**src/rtl/wsa_pkg.sv**
```systemverilog
// Package: shared generate/propagate type and helpers for the wide adder.
// Assumes: single-bit prefix nodes; no state.
package wsa_pkg;

    typedef struct packed {
        logic g;
        logic p;
    } gp_t;

    // Prefix operator: combine a higher group (hi) with the adjacent lower one (lo).
    function automatic gp_t gp_dot(input gp_t hi, input gp_t lo);
        gp_t r;
        r.g = hi.g | (hi.p & lo.g);
        r.p = hi.p & lo.p;
        return r;
    endfunction

    // True when v is a power of two and at least 2.
    function automatic bit pow2_ok(input int v);
        return (v >= 2) && ((v & (v - 1)) == 0);
    endfunction

endpackage

```
**src/rtl/ks_adder.sv**
```systemverilog
// Module: ks_adder
// Parallel-prefix (Kogge-Stone) adder of W bits with a carry-in fixed at
// elaboration. Assumes W is a power of two >= 2. Purely combinational.
module ks_adder #(
    parameter int   W   = 16,
    parameter logic CIN = 1'b0
) (
    input  logic [W-1:0] a,
    input  logic [W-1:0] b,
    output logic [W-1:0] sum,
    output logic         cout
);
    import wsa_pkg::*;

    localparam int LVL = $clog2(W);

    logic [W-1:0] g_lv [LVL+1];
    logic [W-1:0] p_lv [LVL+1];
    logic [W:0]   carry;

    // Bitwise generate and propagate seed the tree.
    assign g_lv[0] = a & b;
    assign p_lv[0] = a ^ b;

    // Each level doubles the span of every group.
    for (genvar l = 0; l < LVL; l++) begin : g_level
        for (genvar i = 0; i < W; i++) begin : g_node
            if (i >= (1 << l)) begin : g_comb
                assign {g_lv[l+1][i], p_lv[l+1][i]} =
                    gp_dot('{g: g_lv[l][i], p: p_lv[l][i]},
                           '{g: g_lv[l][i-(1<<l)], p: p_lv[l][i-(1<<l)]});
            end else begin : g_pass
                assign g_lv[l+1][i] = g_lv[l][i];
                assign p_lv[l+1][i] = p_lv[l][i];
            end
        end
    end

    // Carry into each bit folds in the fixed carry-in.
    assign carry[0] = CIN;
    for (genvar i = 0; i < W; i++) begin : g_carry
        assign carry[i+1] = g_lv[LVL][i] | (p_lv[LVL][i] & CIN);
    end

    assign sum  = p_lv[0] ^ carry[W-1:0];
    assign cout = carry[W];

endmodule

```
**src/rtl/seg_pair.sv**
```systemverilog
// Module: seg_pair
// One slice: two prefix adders run side by side (carry-in 0 and 1); the
// incoming boundary carry selects the sum and the outgoing carry.
// Assumes SW is a power of two >= 2. Purely combinational.
module seg_pair #(
    parameter int SW = 16
) (
    input  logic [SW-1:0] a,
    input  logic [SW-1:0] b,
    input  logic          c_in,
    output logic [SW-1:0] sum,
    output logic          c_out
);
    logic [SW-1:0] sum_z, sum_o1;
    logic          co_z, co_o1;

    ks_adder #(.W(SW), .CIN(1'b0)) u_add_z (
        .a(a), .b(b), .sum(sum_z), .cout(co_z)
    );

    ks_adder #(.W(SW), .CIN(1'b1)) u_add_o (
        .a(a), .b(b), .sum(sum_o1), .cout(co_o1)
    );

    // Late-arriving carry picks the precomputed result.
    always_comb begin
        sum   = c_in ? sum_o1 : sum_z;
        c_out = co_z | (co_o1 & c_in);
    end

endmodule

```
**src/rtl/wide_psel_adder.sv**
```systemverilog
// Module: wide_psel_adder
// WIDTH-bit adder built from SEGS identical slices; one carry bit per
// boundary forms the chain. REG_OUT=1 adds an output register with
// synchronous active-low reset. Assumes WIDTH % SEGS == 0 and WIDTH/SEGS
// a power of two >= 2 (checked at elaboration).
module wide_psel_adder #(
    parameter int WIDTH   = 512,
    parameter int SEGS    = 32,
    parameter bit REG_OUT = 1'b1
) (
    input  logic             clk,
    input  logic             rst_n,
    input  logic [WIDTH-1:0] a_i,
    input  logic [WIDTH-1:0] b_i,
    input  logic             cin_i,
    output logic [WIDTH-1:0] sum_o,
    output logic             cout_o
);
    import wsa_pkg::*;

    localparam int SW = WIDTH / SEGS;

    // Reject unsupported shapes while elaborating.
    if ((WIDTH % SEGS) != 0) begin : g_bad_div
        $error("wide_psel_adder: WIDTH must be a multiple of SEGS");
    end
    if (!pow2_ok(SW)) begin : g_bad_sw
        $error("wide_psel_adder: WIDTH/SEGS must be a power of two >= 2");
    end

    logic [SEGS:0]    seg_c;
    logic [WIDTH-1:0] sum_d;

    assign seg_c[0] = cin_i;

    for (genvar s = 0; s < SEGS; s++) begin : g_seg
        seg_pair #(.SW(SW)) u_seg (
            .a    (a_i[s*SW +: SW]),
            .b    (b_i[s*SW +: SW]),
            .c_in (seg_c[s]),
            .sum  (sum_d[s*SW +: SW]),
            .c_out(seg_c[s+1])
        );
    end

    if (REG_OUT) begin : g_reg
        // Capture the result; clear on synchronous reset.
        always_ff @(posedge clk) begin
            if (!rst_n) begin
                sum_o  <= '0;
                cout_o <= 1'b0;
            end else begin
                sum_o  <= sum_d;
                cout_o <= seg_c[SEGS];
            end
        end
    end else begin : g_comb
        // Drive the result straight out.
        always_comb begin
            sum_o  = sum_d;
            cout_o = seg_c[SEGS];
        end
    end

endmodule

```
**config.mk**
```make
export PLATFORM = sky130hd
export DESIGN_NAME = wide_psel_adder
export DESIGN_NICKNAME = d
export VERILOG_FILES = /design/src/rtl/wsa_pkg.sv /design/src/rtl/ks_adder.sv /design/src/rtl/seg_pair.sv /design/src/rtl/wide_psel_adder.sv
export SDC_FILE = /design/constraint.sdc
export NUM_CORES = 2
export LEC_CHECK = 0
export BUFFER_PORTS_ARGS = -buffer_cell sky130_fd_sc_hd__buf_2
export CAP_MARGIN = 20
export CORE_AREA = 2 2 602 604
export DETAILED_ROUTE_END_ITERATION = 8
export DIE_AREA = 0 0 604 606
export GPL_ROUTABILITY_DRIVEN = 0
export HOLD_SLACK_MARGIN = 0.15
export PLACE_DENSITY = 0.3
export SETUP_SLACK_MARGIN = 0.4
export SLEW_MARGIN = 20
export SYNTH_ARGS = -nofsm -noshare
export SYNTH_HDL_FRONTEND = slang
export SYNTH_SLANG_ARGS = --single-unit
```
**constraint.sdc**
```tcl
create_clock -name clk -period 5 [get_ports clk]
set_clock_uncertainty 0.1 [all_clocks]
set_input_delay 0.25 -clock clk [delete_from_list [all_inputs] [get_ports clk]]
set_output_delay 0.25 -clock clk [all_outputs]
set_load 0.02 [all_outputs]
```
### Yosys cells after proc, flatten, opt, wreduce, memory -nomap -nowiden

Index checks and enable logic that the tools add are counted.

| storage, ports and cells | value |
|---|---|
| register bits | 513 |
| output and inout bits | 513 |
| logic and storage cells | 5442 |

| cells by class | value |
|---|---|
| mux-type cells | 32 |
| bitwise logic cells | 5408 |

Operator list:

| operator | number |
|---|---|
| $and 1x1->1 | 3168 |
| $or 1x1->1 | 2112 |
| $xor 16x16->16 | 96 |
| $and 16x16->16 | 32 |
| $mux 16 | 32 |

### Longest topological paths before layout

| logic depth | value |
|---|---|
| depth in word-level cells | 74 |
| gate-level depth with buffers | 20 |

### Cells and area by module

From an unflattened synthesis, not the netlist that was laid out.

| second synthesis, totals | value |
|---|---|
| cell total of the unflattened synthesis | 8024 |
| area, all modules | 69320.2 sq um |

Modules (own cells, without submodules):

| module | times used | cells each | area an instance (sq um) |
|---|---|---|---|
| ks_adder (g_seg[0].u_seg.u_add_o ...) | 32 | 96 | 714.4 |
| ks_adder (g_seg[11].u_seg.u_add_z ...) | 30 | 101 | 762.0 |
| wide_psel_adder | 1 | 1082 | 13754.4 |
| seg_pair | 32 | 19 | 254.0 |
| ks_adder (g_seg[0].u_seg.u_add_z ...) | 2 | 116 | 858.3 |

### Least setup slack after synthesis

OpenSTA, ideal clock, no wires.

| timing | value |
|---|---|
| path type | input to register |
| start | input port a_i[76] |
| end | register sum_o[505] |
| arrival | 4.241 ns |
| data required time | 4.778 ns |
| path slack | 0.537 ns |
| stages on the path | 17 |
| path buffers | 0 |
| cell sequence | ha_1 > and4_1 > nand3_1 > or4_4 > or4_4 > a211oi_4 > o31ai_2 > and2_4 > o22ai_2 > o2111ai_2 > a211oi_2 > o21ai_1 > a21oi_2 > o21ai_2 > o31a_1 > mux2i_1 > a311o_1 |

| on the way | value |
|---|---|
| cells in the longest elaborated chain, start to end | 63 |
| elaborated cells on any way between the ends | 70 |
| those cells by class | mux (1); bitwise (69) |

Ends and longest elaborated chain:

| what | RTL line | text |
|---|---|---|
| start, declared | wide_psel_adder.sv:13 | `input logic [WIDTH-1:0] a_i,` |
| $and 16x16->16 | ks_adder.sv:22 | `assign g_lv[0] = a & b;` |
| $and 1x1->1 | wsa_pkg.sv:13 | `r.g = hi.g \| (hi.p & lo.g);` |
| $or 1x1->1 | wsa_pkg.sv:13 |  |
| $and 1x1->1 | wsa_pkg.sv:13 |  |
| $or 1x1->1 (3 in series) | wsa_pkg.sv:13 |  |
| $or 1x1->1 | ks_adder.sv:42 | `assign carry[i+1] = g_lv[LVL][i] \| (p_lv[LVL][i] & CIN);` |
| $and 1x1->1 | seg_pair.sv:28 | `c_out = co_z \| (co_o1 & c_in);` |
| $or 1x1->1 * | seg_pair.sv:28 |  |
| (+45 left out) | -- |  |
| $or 1x1->1 * | seg_pair.sv:28 |  |
| $and 1x1->1 * | seg_pair.sv:28 |  |
| $or 1x1->1 * | seg_pair.sv:28 |  |
| $and 1x1->1 * | seg_pair.sv:28 |  |
| $or 1x1->1 * | seg_pair.sv:28 |  |
| $and 1x1->1 * | seg_pair.sv:28 |  |
| $or 1x1->1 * | seg_pair.sv:28 |  |
| $mux 16 * | seg_pair.sv:27 | `sum = c_in ? sum_o1 : sum_z;` |
| end signal, assigned | wide_psel_adder.sv:53 | `sum_o <= sum_d;` |
| end, declared | wide_psel_adder.sv:16 | `output logic [WIDTH-1:0] sum_o,` |

Mark *: on every way between the ends. The rest lies on a longest branch, timed or not.
A chain may end at the register's enable or synchronous reset.

### Worst setup path in the final report

| timing | value |
|---|---|
| start | input port a_i[107] |
| end | register sum_o[414] |

| on the way | value |
|---|---|
| cells in the longest elaborated chain, start to end | 47 |
| elaborated cells on any way between the ends | 54 |
| those cells by class | mux (1); bitwise (53) |

Ends and longest elaborated chain:

| what | RTL line | text |
|---|---|---|
| $xor 16x16->16 | ks_adder.sv:23 | `assign p_lv[0] = a ^ b;` |
| $and 1x1->1 (on tied branches) | wsa_pkg.sv:13, wsa_pkg.sv:14 |  |
| $or 1x1->1 or $and 1x1->1 (tied branches) | wsa_pkg.sv:13 |  |
| $or 1x1->1 | wsa_pkg.sv:13 |  |
| $and 1x1->1 | wsa_pkg.sv:13 |  |
| $or 1x1->1 (2 in series) | wsa_pkg.sv:13 |  |
| $or 1x1->1 | ks_adder.sv:42 |  |
| $and 1x1->1 | seg_pair.sv:28 |  |
| (+30 left out) | -- |  |
| $or 1x1->1 * | seg_pair.sv:28 |  |
| $and 1x1->1 * | seg_pair.sv:28 |  |
| $or 1x1->1 * | seg_pair.sv:28 |  |
| $and 1x1->1 * | seg_pair.sv:28 |  |
| $or 1x1->1 * | seg_pair.sv:28 |  |
| $and 1x1->1 * | seg_pair.sv:28 |  |
| $or 1x1->1 * | seg_pair.sv:28 |  |
| $mux 16 * | seg_pair.sv:27 |  |

Marks and branches as above.

==> flow_summary.yaml <==
status:
  outcome: "finished, final reports clean"
floorplan:
  core-area_um2: 360300
  die_height_um: 606
  die_w_um: 604
  placementRows: 221
  dieArea_um2: 366000
  start_util_pct: 9.884
  ios: 1540
route:
  wl_um: 322900
  avgRoutedWirePerCell_um: 24.55
  vias: 48561
  vias_per_cell: 3.691
  firstDrtPassIters: 5
  antenna_left: 0
  drt_iter0_markers: 2159
  remaining_drc_errors: 0
timing:
  worst_pin_slew_ns: 1.021
  fmax_mhz: 220.5
  tns_ns: 0
  fin_crit_sh_pct: 90.70
  slew_headroom_pct: 31.29
  holdWs_ns: 0.1955
  maxSlewViolCount: 0
  setup_viol: 0
  grt_setup_unrepaired: "yes"
  hold_viol: 0
  period_minus_slack_ns: 4.535
pwr:
  total_power_mw: 21.45
  p_int_mw: 13.54
  seqPwrFrac_pct: 23.0
  switching_power_mw: 7.909
  pwr-share-comb_pct: 42.9
  total_leakage_power_nw: 35.89
  swShare_pct: 36.88
  peakVddDrop_mv: 0.2167
  power.density_nw_per_um2: 283.7
  power_frac_clock_pct: 34.1
synthesis:
  synth_xor_xnor_area_share_pct: 8.509
  ys_seq_elements: 513
  syn_nets: 5817
  synth_top_family_by_area: "compound AO/OA/AOI/OAI gates"
  syn-cell-area_um2: 35610
  synth-compound-area-share_pct: 20.58
  synth.distinct_cells: 90
  synth_cells: 4246
  synth-simple-area-share_pct: 19.47
  ys.flop_type: "dfxtp_1"
  synthAdderAreaFrac_pct: 19.11
  yosysSeqAreaShare_pct: 28.84
  ys_warn_count: 0
  avgSynthCellArea_um2: 8.387
  synth-edff-count: 0
  synthArstFlopShare_pct: 0
  muxShareOfSynthArea_pct: 0.4532
critical_path:
  cpMaxStageDelayCell: "or4_4"
  crit_path_end_kind: "flop"
  required_ns: 5.56
  worstPathArrival_ns: 5.09
  critPathTopFamily: "simple AND/OR/NAND/NOR gates"
  crit_cells: 24
  crit_buf_inv: 6
  crit_fanout: 3
  crit_type: "in2reg"
  slowest_delay_ns: 0.62
  path_cells: "buf_2 > ha_1 > and4_4 > nand3_1 > nor3_2 > nand2_2 > or4_4 > a211oi_4 > buf_4 > o31a_4 > o21ai_4 > buf_6 > buf_6 > a211oi_4 > or2_4 > a21oi_4 > buf_12 > o21ba_4 > o31ai_4 > a2111oi_4 > buf_4 > o31ai_4 > xnor2_1 > nor2_1"
  startpoint_type: "input port"
cells_and_area:
  nets: 9766
  fill_cells: 40348
  drive_gt1_share_pct: 38.25
  post-route-util_pct: 20.98
  layout.cells.non_filler: 13157
  area_delta_synth_final_pct: 112.3
global_route:
  gr-usage-met2_pct: 29.57
  grt_util_met1_pct: 18.71
  grt_remaining_overflow: 0
  grt_antenna_before_repair: 152
  busiest_layer: "met2"
  grtUsageTotal_pct: 16.88
  grt_pass1_vias: 51306
  grt_max_degree: 67
  grt_use_met3_pct: 5.594
  grt_pass1_wl_um: 424900
placement:
  place.port_buffers: 1539
  dp_cells: 11656
  hpwl_um: 277900
min_path:
  min_path_cells: 6
  hold_class: "in2reg"
clock_network:
  clockRootBuffer: "clkbuf_16"
  clk_path_buf_depth: 4
  cts_buffers: 91
  cts_tree: "built"
  clock-sinks: 513
  cts_max_level: 3
  clk_pin_slew_ns: 0.06
job:
  cap_violations: 0
==> logic make-up (layout without fill, tap and decap cells) <==
kind of cell	after synthesis	after routing
AO/OA/AOI/OAI	1111	1111
adder cells (fa/ha/maj)	544	544
multiplexers	16	16
AND/OR/NAND/NOR	1428	1428
flip-flops	513	513
buffers and inverters	288	4307
XOR/XNOR	346	346
other	0	98
==> stage by stage <==
stage	setup WS [ns]	cell area, um^2
final	0.4650	75590
after global routing	0.2641	75500
after CTS	0.3754	73780
after detailed placement	-1.411	57890
after global placement	-1.378	57890
after floorplan	0.5367	35610
==> per-layer routing <==
metal  wire [um]  share of wire, %
met1      125500                39
met4       14110               4.4
met3       26040               8.1
met2      156900                49
met5         399              0.12
==> cells in the final DEF (no fill, tap or decap), types with 142 or more instances in the layout <==
cell,Yosys,routed
a21o_1,172,171
a21oi_1,355,298
buf_2,0,1526
buf_4,0,1130
dfxtp_1,513,513
dlygate4sd3_1,0,1209
ha_1,544,501
inv_1,224,223
nand2_1,229,222
nor2_1,499,494
nor3_1,152,142
xnor2_1,213,212
==> registers in the layout, indices dropped and copies added, names as in the netlist <==
signal and flops:
sum_o 512, cout_o 1
==> power groups by stage <==
stage | Combinational [mW] | Sequential [mW] | Clock (mW)
after global routing | 9.96 | 4.98 | 7.77
after CTS | 9.14 | 4.95 | 7.69
after global placement | 7.77 | 5.04 | 0
final | 9.21 | 4.93 | 7.31
after detailed placement | 7.73 | 5.03 | 0
after floorplan | 2.65 | 5.60 | 0
==> cells in the mapped netlist (62+ instances only) <==
cell type,count,area (um^2)
dfxtp_1,513,10270
nor2b_1,62,387.9
o21ai_0,151,755.7
nand2_1,229,859.6
nor2_1,499,1873
ha_1,544,6807
nor3_1,152,760.7
xnor2_1,213,1866
a21o_1,172,1291
clkbuf_1,63,236.5
nand4_1,78,488.0
o21bai_1,62,465.5
inv_1,224,840.8
nand3_1,99,495.5
xor2_1,133,1165
a21oi_1,355,1777
==> cell type report <==
class	instances	area, um^2	share of cell area (%)
multi-input combinational	3445	25900	34.27
timing repair buffer	3919	29000	38.37
tap	4794	5998	7.935
clock buffer	110	2470	3.268
sequential	513	10270	13.59
inverter	225	852.1	1.127
antenna	98	245.2	0.3244
clock inverter	53	848.3	1.122
==> final timing paths <==
check                        end     start
worst min-delay path   sum_o[86]   b_i[85]
worst max-delay path  sum_o[414]  a_i[107]
==> repair_timing <==
item,CTS,global route
endpoints found under the hold margin,501,10
endpoints found under the setup margin,252,220
pin swaps,40,143
hold buffers,1205,13
setup buffers,10,16
resized for setup,68,272
No activity file was read; power rests on OpenSTA's default activity.
